File: config.mk
export PLATFORM = sky130hd
export DESIGN_NAME = dram_read_seq
export DESIGN_NICKNAME = d
export VERILOG_FILES = /design/src/rtl/dram_read_seq.sv
export SDC_FILE = /design/constraint.sdc
export NUM_CORES = 1
export LEC_CHECK = 0
export BUFFER_PORTS_ARGS = -buffer_cell sky130_fd_sc_hd__clkbuf_2
export CAP_MARGIN = 40
export CORE_MARGIN = 2
export CORE_UTILIZATION = 45
export CTS_CLUSTER_SIZE = 28
export DETAILED_ROUTE_END_ITERATION = 8
export GPL_TIMING_DRIVEN = 0
export PLACE_DENSITY = 0.72
export RECOVER_POWER = 25
export SYNTH_ARGS = -nofsm -noshare
export SYNTH_HDL_FRONTEND = slang
export SYNTH_SLANG_ARGS = --single-unit
File: constraint.sdc
create_clock -name clk -period 1.57 [get_ports clk]
set_input_delay 0.2355 -clock clk [delete_from_list [all_inputs] [get_ports clk]]
set_output_delay 0.2355 -clock clk [all_outputs]
set_load 0.01 [all_outputs]
File: src/rtl/dram_read_seq.sv
module dram_read_seq #(
  parameter int ROW_W  = 11,
  parameter int COL_W  = 11,
  parameter int DATA_W = 16,
  parameter int T_RAC  = 6,
  parameter int T_CAC  = 2,
  parameter int T_RC   = 11,
  parameter int T_PC   = 4,
  parameter int T_OE   = 2
) (
  input  logic              clk,
  input  logic              rst_n,
  input  logic              req_valid,
  input  logic [ROW_W-1:0]  req_row,
  input  logic [COL_W-1:0]  req_col,
  input  logic              req_late_oe,
  output logic              req_ready,
  output logic              mem_ras_n,
  output logic              mem_cas_n,
  output logic              mem_we_n,
  output logic              mem_oe_n,
  output logic [(ROW_W > COL_W ? ROW_W : COL_W)-1:0] mem_addr,
  input  logic [DATA_W-1:0] mem_dq,
  output logic              rd_valid,
  output logic [DATA_W-1:0] rd_data
);
  localparam int A_W = (ROW_W > COL_W) ? ROW_W : COL_W;
  localparam int LIM = T_RC + T_RAC + T_CAC + T_PC + T_OE;
  localparam int CW  = $clog2(LIM + 1);
  localparam logic [CW-1:0] C_LIM = CW'(LIM);
  localparam logic [CW-1:0] C_RAC = CW'(T_RAC);
  localparam logic [CW-1:0] C_CAC = CW'(T_CAC);
  localparam logic [CW-1:0] C_RC  = CW'(T_RC);
  localparam logic [CW-1:0] C_PC  = CW'(T_PC);
  localparam logic [CW-1:0] C_OE  = CW'(T_OE);
  localparam logic [CW-1:0] C_ONE = CW'(1);

  typedef enum logic [2:0] {
    ST_IDLE, ST_RSET, ST_RHOLD, ST_CSET, ST_CAS, ST_OPEN
  } state_t;

  state_t            state;
  logic [ROW_W-1:0]  row_q;
  logic [COL_W-1:0]  col_q;
  logic              late_q;
  logic [CW-1:0]     ras_el, cas_el, oe_el;
  logic              data_ok;

  assign req_ready = (state == ST_IDLE) || (state == ST_OPEN);
  assign mem_we_n  = 1'b1;
  assign data_ok   = !mem_oe_n && (ras_el >= C_RAC) && (cas_el >= C_CAC) && (oe_el >= C_OE);

  always_ff @(posedge clk) begin
    if (!rst_n) begin
      state     <= ST_IDLE;
      row_q     <= '0;
      col_q     <= '0;
      late_q    <= 1'b0;
      mem_ras_n <= 1'b1;
      mem_cas_n <= 1'b1;
      mem_oe_n  <= 1'b1;
      mem_addr  <= '0;
      ras_el    <= C_LIM;
      cas_el    <= C_LIM;
      oe_el     <= C_LIM;
      rd_valid  <= 1'b0;
      rd_data   <= '0;
    end else begin
      rd_valid <= 1'b0;
      ras_el   <= (ras_el == C_LIM) ? C_LIM : ras_el + C_ONE;
      cas_el   <= (cas_el == C_LIM) ? C_LIM : cas_el + C_ONE;
      oe_el    <= (oe_el  == C_LIM) ? C_LIM : oe_el  + C_ONE;
      case (state)
        ST_IDLE: begin
          if (req_valid) begin
            row_q    <= req_row;
            col_q    <= req_col;
            late_q   <= req_late_oe;
            mem_addr <= A_W'(req_row);
            state    <= ST_RSET;
          end
        end
        ST_OPEN: begin
          if (req_valid) begin
            col_q  <= req_col;
            late_q <= req_late_oe;
            if (req_row == row_q) begin
              mem_addr <= A_W'(req_col);
              if (!req_late_oe) begin
                mem_oe_n <= 1'b0;
                oe_el    <= C_ONE;
              end
              state <= ST_CSET;
            end else begin
              row_q     <= req_row;
              mem_ras_n <= 1'b1;
              mem_addr  <= A_W'(req_row);
              state     <= ST_RSET;
            end
          end
        end
        ST_RSET: begin
          if (ras_el >= C_RC) begin
            mem_ras_n <= 1'b0;
            ras_el    <= C_ONE;
            state     <= ST_RHOLD;
          end
        end
        ST_RHOLD: begin
          mem_addr <= A_W'(col_q);
          if (!late_q) begin
            mem_oe_n <= 1'b0;
            oe_el    <= C_ONE;
          end
          state <= ST_CSET;
        end
        ST_CSET: begin
          if (cas_el >= C_PC) begin
            mem_cas_n <= 1'b0;
            cas_el    <= C_ONE;
            state     <= ST_CAS;
          end
        end
        ST_CAS: begin
          if (late_q && mem_oe_n) begin
            mem_oe_n <= 1'b0;
            oe_el    <= C_ONE;
          end else if (data_ok) begin
            rd_data   <= mem_dq;
            rd_valid  <= 1'b1;
            mem_cas_n <= 1'b1;
            mem_oe_n  <= 1'b1;
            state     <= ST_OPEN;
          end
        end
        default: state <= ST_IDLE;
      endcase
    end
  end
endmodule

Yosys cells after proc, flatten, opt, wreduce, memory -nomap -nowiden
Cells that the tools add are included.
{ "op_classes": {"n_addsub": 3, "n_lt_le_gt_ge": 5, "eq_ne": 20, "muxes": 43, "bitwise": 3, "n_reduce_logical": 22} }
{ "op_table": {"columns": ["operator", "count"], "rows": [
  ["$mux 5", 12],
  ["$mux 11", 5],
  ["$pmux 11 s3", 1],
  ["$pmux 11 s2", 1],
  ["$mux 3", 6],
  ["$ne 2x2->1 const B", 9],
  ["$pmux 3 s6", 1],
  ["$add 5x1->5 const B", 3],
  ["$eq 5x5->1 const B", 3],
  ["$pmux 5 s3", 1],
  ["$mux 1", 12],
  ["$reduce_and 4->1", 3],
  ["$reduce_and 6->1", 2],
  ["$eq 11x11->1", 1],
  ["$ge 5x2->1 const B", 2],
  ["$ge 5x3->1 const B", 2],
  ["$eq 3x2->1 const B", 2],
  ["$eq 3x3->1 const B", 2],
  ["$reduce_and 3->1", 2],
  ["$reduce_bool 2->1", 3],
  ["$reduce_bool 3->1", 2],
  ["$ge 5x4->1 const B", 1],
  ["$logic_and 1x1->1", 4],
  ["$pmux 1 s2", 2],
  ["other kinds (12)", 14]
]} }
{ "word_totals": {"register_bits": 72, "input_bits": 42, "output_inout_bits": 33, "word_cells": 109} }

Depth between registers and ports, before layout
Gate-level depths: netlist of the first run.
{ "depth": {"word_depth": 7, "ltp_mapped": 9, "depth_no_buf": 7} }

Worst setup path before layout of the first run
OpenSTA, ideal clock, no wires.
{ "synth_path": {"kind": "flip-flop to flip-flop", "from": "register ras_el[0]", "to": "register mem_ras_n", "arrival_time_ns": 1.536, "t_required_ns": 1.448, "setup_slack_ns": -0.088, "stages_incl_launch_ff": 7, "n_path_buf": 0, "period_less_slack_ns": 1.658, "path_cell_list": "dfxtp_1 ha_1 a211o_1 a21oi_1 a21o_1 o31a_1 a311o_1"} }
{ "synth_between": {"elab_chain_cells": 3} }
{ "synth_lines": {"columns": ["element", "line", "rtl"], "rows": [
  ["start: declaration", "46", "logic [CW-1:0] ras_el, cas_el, oe_el;"],
  ["start signal: assignment", "70", "ras_el <= (ras_el == C_LIM) ? C_LIM : ras_el + C_ONE;"],
  ["$ge 5x4->1", "103", "if (ras_el >= C_RC) begin"],
  ["$ne 2x2->1 (no source line)", null, null],
  ["$reduce_and 4->1 (no source line)", null, null],
  ["end signal: assignment", "59", "mem_ras_n <= 1'b1;"],
  ["end signal: assignment", "96", "mem_ras_n <= 1'b1;"],
  ["end signal: assignment", "104", "mem_ras_n <= 1'b0;"],
  ["end: declaration", "18", "output logic mem_ras_n,"]
]} }
No other way between the ends.
A chain may end at the register's enable or synchronous reset.

Worst setup path in the final report of the first run
{ "layout_path": {"from": "register row_q[9]", "to": "register oe_el[3]"} }
{ "layout_between": {"elab_chain_cells": 4} }
{ "layout_lines": {"columns": ["element", "line", "rtl"], "rows": [
  ["start: declaration", "43", "logic [ROW_W-1:0] row_q;"],
  ["start signal: assignment", "76", "row_q <= req_row;"],
  ["start signal: assignment", "95", "row_q <= req_row;"],
  ["$eq 11x11->1", "87", "if (req_row == row_q) begin"],
  ["$mux 5", "87", null],
  ["$mux 5", "84", "if (req_valid) begin"],
  ["$pmux 5 s3", "73", "case (state)"],
  ["end signal: assignment", "72", "oe_el <= (oe_el == C_LIM) ? C_LIM : oe_el + C_ONE;"],
  ["end: declaration", "46", null]
]} }
No other way between the ends.

==> results of run 1 <==
==> Yosys cell counts (all sizes together) (2+ instances only) <==
master and n:
mux2i 40, a2111oi 2, nand4 3, o21ai 23
buf 9, nand4b 2, ha 9, o31a 2
o21a 2, and2 2, nor2 43, clkbuf 15
nand2b 4, a22oi 2, nand3 14, nor2b 3
or4 2, a31oi 12, a21oi 18, inv 10
nand3b 12, dfxtp 72, xor2 6, nor3 5
o31ai 2, nand2 39, xnor2 14, a21o 2
==> what timing repair did <==
action	CTS	global route
gates cloned	4	1
endpoints found under the setup margin	61	62
buffers inserted	19	5
pin swaps	30	21
hold endpoints to repair	0	0
resized for setup	64	39
==> area by class of cell <==
| type | instances | area (sq um) | share of cell area, % |
|---|---|---|---|
| multi-input combinational | 275 | 2070 | 43.1 |
| sequential | 72 | 1480 | 30.7 |
| clock buffer | 11 | 141 | 2.94 |
| timing repair buffer | 100 | 662 | 13.8 |
| inverter | 10 | 40.0 | 0.833 |
| clock inverter | 5 | 104 | 2.16 |
| tap | 99 | 124 | 2.58 |
| buffer | 24 | 186 | 3.88 |
==> report_power, final <==
part / switching [mW] / internal, mW
registers: 0.310 / 2.14
clock network: 0.702 / 1.10
logic: 1.02 / 0.979
==> registers in the layout, indices dropped and copies added (netlist names) <==
signal	count
mem_addr	11
row_q	11
state	3
ras_el	5
mem_oe_n	1
late_q	1
rd_data	16
col_q	11
rd_valid	1
oe_el	5
mem_ras_n	1
mem_cas_n	1
cas_el	5
==> layer usage <==
metal	track usage [%]	vias up	part of all wire [%]
li1	-	1535	-
met2	39.8	83	53
met1	26.5	1529	41
met5	0	-	0
met3	4.92	18	4.4
met4	7.83	0	1.9
==> how the worst max path moves through the flow <==
| stage | from | end | slack [ns] | cells past startpoint |
|---|---|---|---|---|
| after global routing | row_q[3] | mem_addr[8] | -0.26 | 9 |
| after detailed placement | state[2] | mem_addr[5] | -0.32 | 6 |
| after floorplan | ras_el[1] | mem_ras_n | -0.01 | 6 |
| after global placement | state[2] | mem_addr[2] | -0.29 | 6 |
| after CTS | row_q[3] | mem_addr[5] | -0.14 | 9 |
| final | row_q[9] | oe_el[3] | -0.17 | 5 |
==> kinds of logic (layout without fill, tap and decap cells) <==
logic type	Yosys count	in the layout	share of synthesized area, %
adders and majority gates	9	9	3.32
muxes	40	40	11.8
other	1	1	0.110
and+or+nand+nor	134	134	19.6
DFF	72	72	42.4
xor gates and xnor gates	20	20	5.16
AOI/OAI and AO/OA	71	71	12.9
buffers and inverters	34	150	4.68
==> worst reg2reg max path, stage by stage (launching register included) <==
cell and delay [ns]:
dfxtp_2 0.34, xnor2_2 0.21, nand4b_1 0.15, or4_4 0.57, a21oi_4 0.24, a22oi_2 0.11
==> stage by stage <==
stage | cells | hold slack [ns] | setup TNS, ns
CTS | 590 | 0.104 | -2.62
detailed placement | 552 | 0.435 | -10.18
floorplan | 381 | 0.370 | -0.0170
finish | 596 | 0.114 | -4.67
global route | 596 | 0.115 | -8.50
global placement | 552 | 0.425 | -9.06
==> key figures, run 1 <==
Outcome
  – Status: finished with violations
  – Failing checks: setup timing

Clocking
  – Later-pin clock latency in the skew report: 0.35 ns
  – TritonCTS clock tree: done
  – Hold buffers post-CTS: 0
  – Inserted Clock Buffers: 9
  – Clock transition at path regs: 0.08 ns
  – Clock sink count: 72
  – Clock root cell: clkbuf_8
  – Clock H-tree levels: 3
  – Max Root-Sink Buffers: 2

Synth
  – Synth Net Count: 432
  – Ys Warns: 0
  – Predominant post-synthesis flop cell: dfxtp_1
  – Mapped Avg Cell Area: 8.91 sq um
  – Mapped Cells: 381
  – Area contributors post-synth: dfxtp_1, mux2i_1, nor2_1
  – Number of synthesized flops with an enable pin: 0
  – Fraction of registers with async set/reset: 0%
  – Unique masters post-synth: 47
  – Seq cells post-synth: 72
  – Post-synth top area cell: dfxtp_1
  – Sequential element share of the synthesized area: 42.4%
  – Top cell type's share of synthesized area: 42.4%
  – Synthesized cell area: 0.00340 sq mm

Critical path
  – Crit path arrival time: 1.96 ns
  – Setup crit end kind: flip-flop
  – Worst path bufs/invs: 0
  – Crit-path slowest cell: or4_4
  – RR Endpoint: oe_el[3]
  – WP data required: 1.79 ns
  – Crit-path cells: xnor2_2, nand4b_1, or4_4, a21oi_4, a22oi_2
  – Reg2reg start: row_q[9]
  – R2R cell count: 5
  – Crit start category: flip-flop
  – Critical path type: reg2reg
  – Slowest stage delay, CP: 0.57 ns
  – CP delay by family, top: simple AND/OR/NAND/NOR gates
  – Flop2flop setup slack: -0.17 ns
  – Largest fanout on the critical path: 6

Finish
  – Commonest non-fill, non-tap cell in the layout: clkbuf_2
  – Core Util, Final: 65.9%
  – Commonest non-fill, non-tap cells in the layout: clkbuf_2, dfxtp_1, nor2_1
  – Layout cells sized above 1: 36.8%
  – Diodes inserted: 0
  – Fill cells: 617
  – Area Overhead vs Synth: 41.5%
  – Final instance area: 0.00481 sq mm
  – Layout net count: 543

Routing
  – Via count: 3165
  – First-pass DRT Iterations: 5
  – Average vias per placed instance: 5.31
  – Residual DRC count: 0
  – WL final: 9360 microns
  – Starting DRT DRC Count: 171
  – Post-route ant nets: 0
  – DR WL/cell: 15.7 microns

Job
  – Max-cap viol count: 0

Pwr
  – Pleak: 2.10 nW
  – Pwr/cell area: 1300 mW/mm^2
  – VDD IR max: 0.876 mV
  – Power consumption: 6.25 mW

Placement
  – Placed cell areas: 0.00394 sq mm
  – IO Port Bufs: 72
  – Dpl hpwl: 5760 microns
  – Post-placement setup slack: -0.323 ns
  – GP Congestion: 0.819

STA
  – Worst Tran Pin Value: 0.613 ns
  – Slew margin rel.: 59.1%
  – Worst Clk Skew: 0.00732 ns
  – Final worst-path setup slack: -0.171 ns
  – Max Clock Freq: 575 MHz
  – RSZ-0062 raised after global routing: true
  – Hold Vio Cnt, Final: 0
  – Final Slew Violations: 0
  – Final setup fails: 46
  – Minimum clock period after layout: 1.74 ns
  – Tcrit/Tclk final: 111%

Global routing
  – Global-route wire length before repair: 14900 microns
  – Number of global-route vias before repair: 3109
  – Initial antenna violation count: 0
  – Largest net degree at the start of global routing: 13
  – GR Util All Layers: 22.4%
  – Grt ovf: 0

Floorplan
  – # rows: 31
  – Core region area: 0.00729 sq mm
  – Initial core utilization: 46.6%
  – Die X: 90.9 microns
  – I/O pin total: 75
  – Die area: 0.00826 sq mm
  – Die height: 90.9 microns

Worst hold path
  – Hold Path Sink: rd_data[10]
  – Hold Crit Depth: 3
  – Hold Path Class: in2reg
  – HP Start: mem_dq[10]
No activity file was read; power rests on OpenSTA's default activity.
==> run 2, diff against run 1 <==
--- a/config.mk
+++ b/config.mk
@@ -7,12 +7,14 @@
 export LEC_CHECK = 0
 export BUFFER_PORTS_ARGS = -buffer_cell sky130_fd_sc_hd__clkbuf_2
 export CAP_MARGIN = 40
+export CELL_PAD_IN_SITES_DETAIL_PLACEMENT = 1
+export CELL_PAD_IN_SITES_GLOBAL_PLACEMENT = 1
 export CORE_MARGIN = 2
-export CORE_UTILIZATION = 45
+export CORE_UTILIZATION = 36
 export CTS_CLUSTER_SIZE = 28
 export DETAILED_ROUTE_END_ITERATION = 8
 export GPL_TIMING_DRIVEN = 0
-export PLACE_DENSITY = 0.72
+export PLACE_DENSITY = 0.76
 export RECOVER_POWER = 25
 export SYNTH_ARGS = -nofsm -noshare
 export SYNTH_HDL_FRONTEND = slang
==> run 2 against run 1 <==
The run still ends with setup timing left; combinational power increased by 3%; maximum frequency increased by 0.64%; worst setup slack improved by 0.011 ns; die area increased by 24%; routed wire length increased by 13%; critical path type unchanged.
==> key figures, run 2 (same netlist as run 1, synthesis figures left out) <==
Outcome
  – Status: finished with violations
  – Failing checks: setup timing

Routing
  – First-pass DRT Iterations: 4 (-1)
  – Post-route ant nets: 0 (unchanged)
  – Average vias per placed instance: 5.25 (-1.2%)
  – WL final: 10600 microns (+13%)
  – Residual DRC count: 0 (unchanged)
  – Starting DRT DRC Count: 73 (-57%)
  – DR WL/cell: 17.5 microns (+11%)
  – Via count: 3191 (+0.82%)

Placement
  – IO Port Bufs: 72 (unchanged)
  – # placed instances: 564 (+2.2%)
  – Placed cell areas: 0.00396 sq mm (+0.38%)
  – Post-placement setup slack: -0.407 ns (-0.0842 ns)
  – Dpl hpwl: 6830 microns (+19%)
  – GP Congestion: 0.770 (-6.0%)

Critical path
  – Crit start category: flip-flop
  – WP data required: 1.80 ns (about the same)
  – Cell mode on critical path: buf_6
  – Crit path arrival time: 1.96 ns (about the same)
  – Crit. Startpoint: row_q[4]
  – Crit-path cells: xnor2_2, nand3_2, buf_6, nor4_4, buf_12, buf_6, nand3b_1, a31oi_1
  – Largest fanout on the critical path: 7 (+1)
  – Critical path type: reg2reg
  – Reg2reg start: row_q[4]
  – Crit-path slowest cell: dfxtp_2
  – Setup crit end kind: flip-flop
  – Slowest stage delay, CP: 0.35 ns (-0.22 ns)

Clocking
  – Max Root-Sink Buffers: 2 (unchanged)
  – Clock sink count: 72 (unchanged)
  – Inserted Clock Buffers: 9 (unchanged)
  – TritonCTS clock tree: done
  – Later-pin clock latency in the skew report: 0.35 ns (about the same)
  – Clock transition at path regs: 0.09 ns (about the same)
  – Clock H-tree levels: 3 (unchanged)
  – Hold buffers post-CTS: 0 (unchanged)
  – Clock root cell: clkbuf_8

Finish
  – Layout net count: 543 (unchanged)
  – Max reg flops: 16 (unchanged)
  – Commonest non-fill, non-tap cells in the layout: clkbuf_2, dfxtp_1, nor2_1
  – Final instance area: 0.00480 sq mm (about the same)
  – Fin cells: 608 (+2.0%)
  – Largest reg by FF count: rd_data
  – Area Overhead vs Synth: 41.5% (about the same)
  – Layout cells sized above 1: 37.8% (+1.0 points)
  – Diodes inserted: 0 (unchanged)
  – Commonest non-fill, non-tap cell in the layout: clkbuf_2

Floorplan
  – Die height: 101 microns (+11%)
  – I/O pin total: 75 (unchanged)
  – Initial core utilization: 36.9% (-9.6 points)
  – Die area: 0.0102 sq mm (+24%)
  – Core region area: 0.00920 sq mm (+26%)
  – Die X: 101 microns (+11%)
  – # rows: 35 (+13%)

STA
  – RSZ-0062 raised after global routing: true
  – Max Clock Freq: 578 MHz (+0.64%)
  – Final Slew Violations: 0 (unchanged)
  – Worst Clk Skew: 0.0156 ns (+0.00823 ns)
  – Minimum clock period after layout: 1.73 ns (-0.0111 ns)
  – Hold Vio Cnt, Final: 0 (unchanged)
  – Slew margin rel.: 60.2% (+1.1 points)
  – Worst Tran Pin Value: 0.597 ns (-0.0162 ns)
  – Tcrit/Tclk final: 110% (-0.71 points)
  – Final setup fails: 32 (-30%)
  – Final worst-path setup slack: -0.159 ns (+0.0111 ns)

Global routing
  – Global-route wire length before repair: 16600 microns (+11%)
  – Largest net degree at the start of global routing: 13 (unchanged)
  – Number of global-route vias before repair: 3300 (+6.1%)
  – Initial antenna violation count: 0 (unchanged)
  – Grt ovf: 0 (unchanged)
  – GR Util All Layers: 20.8% (-1.6 points)

Pwr
  – Pwr/cell area: 1300 mW/mm^2 (+0.26%)
  – Pint: 4.17 mW (-1.2%)
  – Power consumption: 6.26 mW (+0.21%)
  – Clock Power Share: 28.4% (-0.4 points)
  – Pleak: 2.10 nW (+0.13%)
  – Logic pwr share: 32.8% (+0.8 points)
  – Net switching power: 2.09 mW (+3.2%)
  – Sw frac: 33.4% (+0.97 points)
  – VDD IR max: 0.704 mV (-20%)
  – Seq pwr share: 38.9% (-0.3 points)

Worst hold path
  – Hold Path Class: in2reg
  – HP Start: mem_dq[10]

Job
  – Max-cap viol count: 0 (unchanged)
## run 2: area by class of cell
class                      instances  area [sq um]
sequential                        72          1480
inverter                          10          40.0
clock inverter                     4          73.8
multi-input combinational        275          2080
clock buffer                      12           165
tap                              111           139
buffer                            24           188
fill                            1103          4390
timing repair buffer             100           646
## run 2: timing repair
action | 4_1_cts | 5_1_grt
cloned | 3 | 1
setup buffers | 19 | 6
pin swaps | 29 | 23
resized for setup | 63 | 43
hold endpoints to repair | 0 | 0
setup endpoints to repair | 62 | 61
## run 2: through the flow
stage | utilization [%] | TNS [ns] | hold WS [ns]
after floorplan | - | -0.0170 | 0.370
after global placement | 43.0 | -11.40 | 0.427
after detailed placement | 43.0 | -13.76 | 0.434
after CTS | 50.2 | -2.08 | 0.115
after global routing | 52.2 | -6.86 | 0.111
final | 52.2 | -3.51 | 0.126
## run 2: metal layers
metal  GRT usage (%)  share of wire, %
met1            24.2                42
met5               0                 0
met2            38.6                53
met3            4.37               4.2
met4            4.99               1.4
## run 2: power groups by stage
stage	Sequential (mW)	Clock (mW)	Combinational, mW
2_1_floorplan	2.40	0	1.06
3_3_place_gp	2.41	0	1.48
3_5_place_dp	2.43	0	1.53
4_1_cts	2.42	1.80	1.88
5_1_grt	2.48	1.88	2.25
6_report	2.43	1.78	2.05
## run 2: worst max-delay path: cells and delay by family, from the launching register on
| family | cells | cell delay [ns] |
|---|---|---|
| DFF | 1 | 0.35 |
| AOI/OAI and AO/OA | 1 | 0.10 |
| xor gates and xnor gates | 1 | 0.15 |
| and+or+nand+nor | 3 | 0.59 |
| buffers and inverters | 3 | 0.42 |
## run 2: path summary, 6_finish.rpt
check                      end  slack [ns]  depth (start not counted)
setup / recovery  mem_addr[10]       -0.16                          8
hold / removal     rd_data[10]        0.13                          3
setup reg to reg  mem_addr[10]       -0.16                          8
hold reg to reg      cas_el[0]        0.44                          1
